--- src/rtl/ftx_pkg.sv ---
package ftx_pkg;

  typedef struct packed {
    logic long_frame;
    logic launch_fall;
    logic sq_sync;
  } ftx_mode_t;

  // A sync request is honoured in short frames and in the square format.
  function automatic logic sync_allowed(input ftx_mode_t m);
    return !m.long_frame || m.sq_sync;
  endfunction

endpackage

--- src/rtl/ftx_rst_sync.sv ---
module ftx_rst_sync #(
  parameter int unsigned STAGES = 2
) (
  input  logic clk,
  input  logic arst_n,
  output logic rst_n_o
);

  logic [STAGES-1:0] chain_q;

  always_ff @(posedge clk or negedge arst_n) begin
    if (!arst_n) chain_q <= '0;
    else         chain_q <= {chain_q[STAGES-2:0], 1'b1};
  end

  assign rst_n_o = chain_q[STAGES-1];

endmodule

--- src/rtl/ftx_seq.sv ---
module ftx_seq
  import ftx_pkg::*;
#(
  parameter int unsigned WORD_W = 16,
  parameter int unsigned CNT_W  = 5
) (
  input  logic             clk,
  input  logic             rst_n,
  input  ftx_mode_t        mode,
  input  logic             sync_in,
  output logic             ph_o,
  output logic [CNT_W-1:0] cnt_o,
  output logic             launch_o,
  output logic             wrap_o,
  output logic             accept_o,
  output logic             filt_restart_o
);

  localparam logic [CNT_W-1:0] LAST_SHORT = CNT_W'(WORD_W - 1);
  localparam logic [CNT_W-1:0] LAST_LONG  = CNT_W'(2 * WORD_W - 1);

  logic             ph_q, ph_d;
  logic [CNT_W-1:0] cnt_q, cnt_d;
  logic             first_q, first_d;
  logic             frst_q, frst_d;
  logic [CNT_W-1:0] last_idx;
  logic             launch, accept, wrap;

  always_comb begin
    last_idx = mode.long_frame ? LAST_LONG : LAST_SHORT;
    launch   = !ph_q;
    accept   = sync_in && sync_allowed(mode) && !first_q;
    wrap     = launch && (cnt_q >= last_idx) && !accept;

    ph_d     = accept ? 1'b0 : !ph_q;
    first_d  = first_q || accept;
    frst_d   = accept;

    if (accept)      cnt_d = last_idx;
    else if (wrap)   cnt_d = '0;
    else if (launch) cnt_d = cnt_q + 1'b1;
    else             cnt_d = cnt_q;
  end

  always_ff @(posedge clk or negedge rst_n) begin
    if (!rst_n) begin
      ph_q    <= 1'b0;
      cnt_q   <= '1;
      first_q <= 1'b0;
      frst_q  <= 1'b0;
    end else begin
      ph_q    <= ph_d;
      cnt_q   <= cnt_d;
      first_q <= first_d;
      frst_q  <= frst_d;
    end
  end

  assign ph_o           = ph_q;
  assign cnt_o          = cnt_q;
  assign launch_o       = launch;
  assign wrap_o         = wrap;
  assign accept_o       = accept;
  assign filt_restart_o = frst_q;

endmodule

--- src/rtl/ftx_shift.sv ---
module ftx_shift #(
  parameter int unsigned WORD_W = 16
) (
  input  logic              clk,
  input  logic              rst_n,
  input  logic [WORD_W-1:0] res_data,
  input  logic              res_valid,
  input  logic              load,
  input  logic              shift,
  output logic              msb_o
);

  logic [WORD_W-1:0] stage_q, stage_d;
  logic [WORD_W-1:0] sh_q, sh_d;

  always_comb begin
    stage_d = res_valid ? res_data : stage_q;
    if (load)       sh_d = stage_q;
    else if (shift) sh_d = {sh_q[WORD_W-2:0], 1'b0};
    else            sh_d = sh_q;
  end

  always_ff @(posedge clk or negedge rst_n) begin
    if (!rst_n) begin
      stage_q <= '0;
      sh_q    <= '0;
    end else begin
      stage_q <= stage_d;
      sh_q    <= sh_d;
    end
  end

  assign msb_o = sh_q[WORD_W-1];

endmodule

--- src/rtl/ftx_settle.sv ---
module ftx_settle #(
  parameter int unsigned FRAMES = 4
) (
  input  logic clk,
  input  logic rst_n,
  input  logic restart,
  input  logic wrap,
  output logic settling_o
);

  localparam int unsigned SW = $clog2(FRAMES + 2);
  localparam logic [SW-1:0] LOAD_VAL = SW'(FRAMES + 1);

  logic [SW-1:0] left_q, left_d;

  always_comb begin
    if (restart)                    left_d = LOAD_VAL;
    else if (wrap && left_q != '0)  left_d = left_q - 1'b1;
    else                            left_d = left_q;
  end

  always_ff @(posedge clk or negedge rst_n) begin
    if (!rst_n) left_q <= '0;
    else        left_q <= left_d;
  end

  assign settling_o = (left_q != '0);

endmodule

--- src/rtl/frame_serial_tx.sv ---
module frame_serial_tx
  import ftx_pkg::*;
#(
  parameter int unsigned WORD_W        = 16,
  parameter int unsigned SETTLE_FRAMES = 4,
  parameter int unsigned RST_STAGES    = 2
) (
  input  logic              clk,
  input  logic              rst_n,
  input  logic [WORD_W-1:0] res_data,
  input  logic              res_valid,
  input  logic              long_frame,
  input  logic              launch_fall,
  input  logic              sq_sync,
  input  logic              sync_in,
  input  logic              line_sel,
  input  logic              slot_id,
  output logic              bit_clk,
  output logic              ser_data,
  output logic              ser_oe,
  output logic              frame_sync,
  output logic              filt_restart,
  output logic              settling
);

  localparam int unsigned CNT_W = $clog2(2 * WORD_W);
  localparam logic [CNT_W-1:0] WORD_IDX = CNT_W'(WORD_W);

  ftx_mode_t        mode;
  logic             rst_n_i;
  logic             ph_q;
  logic [CNT_W-1:0] cnt_q;
  logic             launch, wrap, accept;
  logic             sh_msb;
  logic             in_word;

  assign mode = '{long_frame: long_frame, launch_fall: launch_fall, sq_sync: sq_sync};

  ftx_rst_sync #(.STAGES(RST_STAGES)) u_rst (
    .clk     (clk),
    .arst_n  (rst_n),
    .rst_n_o (rst_n_i)
  );

  ftx_seq #(.WORD_W(WORD_W), .CNT_W(CNT_W)) u_seq (
    .clk            (clk),
    .rst_n          (rst_n_i),
    .mode           (mode),
    .sync_in        (sync_in),
    .ph_o           (ph_q),
    .cnt_o          (cnt_q),
    .launch_o       (launch),
    .wrap_o         (wrap),
    .accept_o       (accept),
    .filt_restart_o (filt_restart)
  );

  ftx_shift #(.WORD_W(WORD_W)) u_shift (
    .clk       (clk),
    .rst_n     (rst_n_i),
    .res_data  (res_data),
    .res_valid (res_valid),
    .load      (wrap),
    .shift     (launch && !wrap && !accept),
    .msb_o     (sh_msb)
  );

  ftx_settle #(.FRAMES(SETTLE_FRAMES)) u_settle (
    .clk        (clk),
    .rst_n      (rst_n_i),
    .restart    (accept),
    .wrap       (wrap),
    .settling_o (settling)
  );

  always_comb begin
    in_word    = (cnt_q < WORD_IDX);
    bit_clk    = ph_q ^ mode.launch_fall;
    ser_data   = in_word && sh_msb;
    ser_oe     = (line_sel == slot_id);
    if (mode.long_frame && mode.sq_sync) frame_sync = !in_word;
    else                                 frame_sync = (cnt_q == '0);
  end

endmodule

--- config.mk ---
export PLATFORM = sky130hd
export DESIGN_NAME = frame_serial_tx
export DESIGN_NICKNAME = d
export VERILOG_FILES = /design/src/rtl/ftx_pkg.sv /design/src/rtl/ftx_rst_sync.sv /design/src/rtl/ftx_seq.sv /design/src/rtl/ftx_shift.sv /design/src/rtl/ftx_settle.sv /design/src/rtl/frame_serial_tx.sv
export SDC_FILE = /design/constraint.sdc
export NUM_CORES = 1
export LEC_CHECK = 0
export CORE_ASPECT_RATIO = 1.1
export CORE_MARGIN = 2
export CORE_UTILIZATION = 53
export DETAILED_ROUTE_END_ITERATION = 6
export GPL_TIMING_DRIVEN = 0
export PLACE_DENSITY_LB_ADDON = 0.12
export REMOVE_ABC_BUFFERS = 1
export SYNTH_ARGS = -nofsm -noshare
export SYNTH_HDL_FRONTEND = slang
export SYNTH_SLANG_ARGS = --single-unit
--- constraint.sdc ---
create_clock -name clk -period 2.7 [get_ports clk]
set_input_delay 0.405 -clock clk [delete_from_list [all_inputs] [get_ports clk]]
set_output_delay 0.405 -clock clk [all_outputs]
set_load 0.02 [all_outputs]
==> results of run 1 <==
cell usage after synthesis (all sizes together):
cell type  instances
a21o               1
a21oi             21
a22oi              1
a41oi              1
and2               1
buf                6
clkbuf             3
conb               1
dfrtp             40
dfstp              5
ha                 5
inv                7
mux2              17
mux2i             17
nand2             10
nand2b             6
nand3              8
nand3b             1
nor2              20
nor2b              2
nor3               1
nor4b              1
o211ai             1
o21ai              2
o22ai              1
or4                1
xnor2              1
xor2               1
critical path: cells and delay by family:
family                     cells  cell delay (ps)
AOI/OAI and AO/OA              2              920
adders and majority gates      1              320
buffers and inverters          2              600
muxes                          1              290
cell families (layout without fill, tap and decap cells):
logic type,after synthesis,count (layout),share of synthesized area
compound gates,28,28,0.08279
mux,34,34,0.1746
xor+xnor,2,2,0.008461
simple gates,51,51,0.1148
other cells,1,1,0.001811
buf+inv,16,47,0.04048
flops,45,45,0.5468
fa+ha+maj,5,5,0.03021
per-stage QoR:
step | TNS [ps] | hold slack, ps | total power (W) | cell area, µm² | setup slack, ps
4_1_cts | 0 | 253.5 | 0.002259 | 2517 | 276.6
3_5_place_dp | -99.84 | 246.5 | 0.001807 | 2416 | -24.92
5_1_grt | 0 | 247.9 | 0.002411 | 2517 | 183.2
6_report | 0 | 239.8 | 0.002227 | 2517 | 300.5
2_1_floorplan | 0 | 109.4 | 0.001570 | 2013 | 563.3
3_3_place_gp | -6318 | 340.2 | 0.001742 | 2376 | -421.9
registers in the layout, indices dropped and copies added, names as in the netlist:
register / flops
u_seq.filt_restart_o: 1
u_settle.left_q: 3
u_rst.chain_q: 2
u_shift.sh_q: 16
u_seq.ph_o: 1
u_seq.cnt_o: 5
u_shift.stage_q: 16
u_seq.first_q: 1
final timing paths:
path / start / endpoint / slack (ps) / depth (start not counted)
min in group clk: u_rst.chain_q[0] / u_rst.chain_q[1] / 360 / 0
worst max register to register: u_seq.cnt_o[4] / u_shift.sh_q[5] / 480 / 4
worst min-delay path: u_rst.chain_q[1] / u_shift.sh_q[15] / 240 / 1
worst min register to register: u_rst.chain_q[1] / u_shift.sh_q[15] / 240 / 1
max in group asynchronous: u_rst.chain_q[1] / u_seq.cnt_o[1] / 2200 / 1
worst max-delay path: long_frame / u_shift.sh_q[5] / 300 / 6
report_power, final:
group          internal (W)  switching [W]
clock              0.000231       0.000207
combinational      0.000370       0.000354
sequential         0.000905       0.000159
layout make-up:
| class | count | area (µm²) |
|---|---|---|
| Fill cell | 299 | 1166 |
| Sequential cell | 45 | 1134 |
| Multi-Input combinational cell | 121 | 858.3 |
| Timing Repair Buffer | 32 | 335.3 |
| Clock buffer | 7 | 96.34 |
| Tap cell | 50 | 62.56 |
| Inverter | 7 | 26.28 |
| Clock inverter | 1 | 5.005 |
routing by layer:
layer	vias up	track usage	share of wire
met4	0	0.06763	0.011
met1	689	0.2222	0.42
met3	4	0.04870	0.051
met2	35	0.3158	0.51
met5	-	0	0
li1	675	-	-
==> run metrics, run 1 <==
Placed Cells ~260; Critical Path Start Type input port; area share of the largest cell type after synthesis 0.4834; synthesized instance count 182; worst-margin pin slew 974.3 ps; IO Pins 31; Worst EP arrival roughly 2500 ps; ant diodes 0; post-route ant nets 0; Syn Area/Cell 11.38 µm²; initial antenna violation count 0; share of cells above drive strength 1 0.1643; IR drop worst, VDD about 0.00054 V; final net count 242; buffers added on ports 30; number of global-route vias before repair between 1000 and 1500; flip-flop and latch count after synthesis 45; CORE AREA roughly 3700 µm²; relative slew slack 0.3484; first-pass GRT wire length between 6 and 7 mm; slowest cell on the critical path a41oi_4; critical path class in2reg; CTS tree done; period utilization 0.8887; # H-tree levels 2; Synth cell types 30; GPL Wtd Cong around 0.80; aggregate global-route resource usage 0.1844; hpwl dp 2.449 mm; sequential-to-total area share from yosys stat 0.5468; largest net degree at the start of global routing between 40 and 50; max-slew violation count 0; Post-CTS Hold Fix Bufs 0; fmax ~420 MHz; commonest non-fill, non-tap cells in the layout dfrtp_1 (39), clkdlybuf4s50_1 (30), nor2_1 (20), a21oi_1 (20); starting density of the core 0.5622; CP cell instances clkdlybuf4s50_1 -> inv_1 -> ha_1 -> a41oi_4 -> mux2i_1 -> a21oi_1; wire per inst roughly 13 µm; Vias 1403; Finished Layout Cells 263; DRC Markers 0; Post-CTS Setup Bufs 0; drt pass-1 iters 4; Crit Path Max Fanout 24; root buffer cell clkbuf_8; post_cts resized 0; final WL 3.462 mm; Ys Warns 0; fin util 0.6834; Leak around 1.1 nW; HP Class reg2async; commonest non-fill, non-tap cell in the layout dfrtp_1; CTS Sinks 45; drt via density 5.335; Final setup viols 0; clk buf depth 2; # rows 23; clock buffer count from CTS 5; Hold Fails Final Rpt 0; Tmin final roughly 2400 ps; clock skew between 2 and 3 ps; Synth area leader dfrtp_1; Die Wd about 64 µm; Crit path required time 2840 ps; RSZ-0062 raised after global routing no; Max-cap violations 0; Pwr per Cell Area 884.5 nW/µm²; Die Height roughly 70 µm; drt first-iter violations slightly above 80; grt ovf 0; CP peak stage delay 830 ps; Reg clk slew, reported paths about 80 ps; synth-to-layout area growth 21.57%; clock latency at the later pin of the worst-skew pair roughly 290 ps; status finished clean; Die Area roughly 4400 µm²; Cell Area, Synth 2071 µm²; crit path capture type flop; Area contributors post-synth dfrtp_1 (48%), mux2_2 (9.2%), mux2i_1 (8.2%), dfstp_2 (6.3%), a21oi_1 (5.1%)
Note: power is estimated with default switching activity, not from simulation.
==> inputs of run 2 (changes only) <==
==> constraint.sdc (replaced) <==
create_clock -name clk -period 3 [get_ports clk]
set_input_delay 0.45 -clock clk [delete_from_list [all_inputs] [get_ports clk]]
set_output_delay 0.45 -clock clk [all_outputs]
set_load 0.02 [all_outputs]
==> results of run 2 <==
The final DEF is identical to that of run 1. Status: finished clean.
Among the figures that moved: setup slack after placement -24.92 ps -> 230.1 ps; setup slack after layout 300.5 ps -> 555.5 ps; register-to-register setup slack 480 ps -> 780 ps; total power 0.002227 W -> 0.002004 W; worst IR drop on VDD 0.0005409 V -> 0.0004868 V
==> inputs of run 3 (changes only) <==
--- a/config.mk
+++ b/config.mk
@@ -7,7 +7,7 @@
 export LEC_CHECK = 0
 export CORE_ASPECT_RATIO = 1.1
 export CORE_MARGIN = 2
-export CORE_UTILIZATION = 53
+export CORE_UTILIZATION = 48
 export DETAILED_ROUTE_END_ITERATION = 6
 export GPL_TIMING_DRIVEN = 0
 export PLACE_DENSITY_LB_ADDON = 0.12
==> constraint.sdc (replaced) <==
create_clock -name clk -period 2 [get_ports clk]
set_input_delay 0.3 -clock clk [delete_from_list [all_inputs] [get_ports clk]]
set_output_delay 0.3 -clock clk [all_outputs]
set_load 0.02 [all_outputs]
==> run metrics, run 3 (synthesized netlist as in run 1, its figures left out) <==
status finished clean; drt via density 5.238 (-1.8%); Vias 1430 (+1.9%); worst-margin pin slew 755.9 ps (-218.3 ps); commonest non-fill, non-tap cell in the layout dfrtp_1; Pwr per Cell Area about 1200 nW/µm²; share of cells above drive strength 1 0.1872 (+0.02290); CORE AREA 4223 µm² (+15%); synth-to-layout area growth 27.37%; largest net degree at the start of global routing 37 (-16%); setup ws final between 70 and 80 ps; crit path capture type output pin; drt pass-1 iters 4 (unchanged); DRC Markers 0 (unchanged); period utilization 0.9629; RSZ-0062 raised after global routing no; fmax roughly 520 MHz; Post-CTS Hold Fix Bufs 0 (unchanged); starting density of the core 0.4904 (-0.07179); aggregate global-route resource usage 0.1772 (-0.007188); initial antenna violation count 0 (unchanged); post-route ant nets 0 (unchanged); HP Class reg2async; power after layout ~0.0033 W; clock latency at the later pin of the worst-skew pair 290 ps (about the same); GPL Wtd Cong 0.7129 (-11%); wire per inst 13.85 µm (+5.2%); Die Height 72.89 µm (+4.8%); Crit Path Max Fanout 14 (-42%); Hold Fails Final Rpt 0 (unchanged); Final setup viols 0 (unchanged); # rows 25 (+8.7%); final net count 248 (+2.5%); Placed Cells 259 (+1.6%); final WL 3.780 mm (+9.2%); # H-tree levels 2 (unchanged); Critical Path Start Type flop; Worst EP arrival around 1600 ps; Finished Layout Cells 273 (+3.8%); ant diodes 0 (unchanged); commonest non-fill, non-tap cells in the layout dfrtp_1 (38), clkdlybuf4s50_1 (28), nor2_1 (20), a21oi_1 (20); number of global-route vias before repair 1477 (+0.27%); Crit path required time about 1700 ps; first-pass GRT wire length 6.458 mm (+0.54%); Max-cap violations 0 (unchanged); Leak 1.168 nW (+4.2%); max-slew violation count 0 (unchanged); CTS tree done; Die Area 4856 µm² (+9.8%); relative slew slack 0.4945 (+0.1461); clock buffer count from CTS 5 (unchanged); CTS Sinks 45 (unchanged); IR drop worst, VDD around 0.00057 V; Die Wd 66.63 µm (+4.8%); buffers added on ports 30 (unchanged); Place WS -676.6 ps; drt first-iter violations 86 (+4.9%); grt ovf 0 (unchanged); root buffer cell clkbuf_8; IO Pins 31 (unchanged); hpwl dp 2.385 mm (-2.6%); clock skew 7.222 ps (+4.636 ps); Tmin final just under 2000 ps; critical path class reg2out; Reg clk slew, reported paths 80 ps (about the same); clk buf depth 2 (unchanged)
[run 3: cell types whose count changed in the layout (fill, tap and decap cells not counted), sizes merged]
cell,change
buf,+5
clkdlybuf4s50,-2
a41oi,+1
bufinv,+1
clkinv,-1
dlygate4sd2,+1
dlymetal6s2s,+1
[run 3: cell type report]
cell class / instances / area [µm²]
Multi-Input combinational cell: 122 / 893.4
Fill cell: 344 / 1585
Timing Repair Buffer: 37 / 399.1
Sequential cell: 45 / 1135
Clock inverter: 1 / 30.03
Tap cell: 54 / 67.56
Clock buffer: 7 / 86.33
Inverter: 7 / 26.28
[run 3: critical path, cell delays in order (launching register included)]
cell and delay [ps]:
dfrtp_2 540, xor2_1 170, clkdlybuf4s50_1 620
[run 3: final timing paths]
kind	to	cells after the start	slack, ps	from
max	bit_clk	2	70	u_seq.ph_o
min	u_shift.stage_q[14]	0	120	u_rst.chain_q[1]
max reg2reg	u_settle.left_q[2]	5	120	u_seq.cnt_o[0]
min reg2reg	u_shift.stage_q[14]	0	120	u_rst.chain_q[1]
max in group asynchronous	u_seq.cnt_o[3]	1	1370	u_rst.chain_q[1]
min in group clk	u_rst.chain_q[1]	0	360	u_rst.chain_q[0]
[run 3: per-stage QoR]
step	utilization	instance area, µm²	hold WS [ps]	setup TNS [ps]
detailed placement	0.5733	2421	114.0	-14210
global route	0.6246	2638	136.7	0
finish	0.6246	2638	117.9	0
floorplan	-	2013	4.409	-453.6
CTS	0.6222	2628	125.0	0
global placement	0.5639	2381	337.8	-20180
[run 3: where the power goes]
group / total (W) / switching, W / internal [W]
logic: 0.00111 / 0.000528 / 0.000586
registers: 0.00146 / 0.000241 / 0.00122
clock network: 0.000691 / 0.000284 / 0.000407
total: 0.00327 / 0.00105 / 0.00222
[run 3: repair_timing]
item | 4_1_cts | 5_1_grt
buffers inserted | 5 | 0
hold endpoints to repair | 0 | 0
endpoints found under the setup margin | 26 | 3
resized for setup | 3 | 2
gates cloned | 1 | 0
pin swaps | 2 | 0
[run 3: layer usage]
metal	vias up	global-route usage	share of wire
met1	701	0.2041	0.43
met3	5	0.04167	0.037
met2	27	0.3233	0.52
li1	697	-	-
met4	0	0.05442	0.013
met5	-	0	0
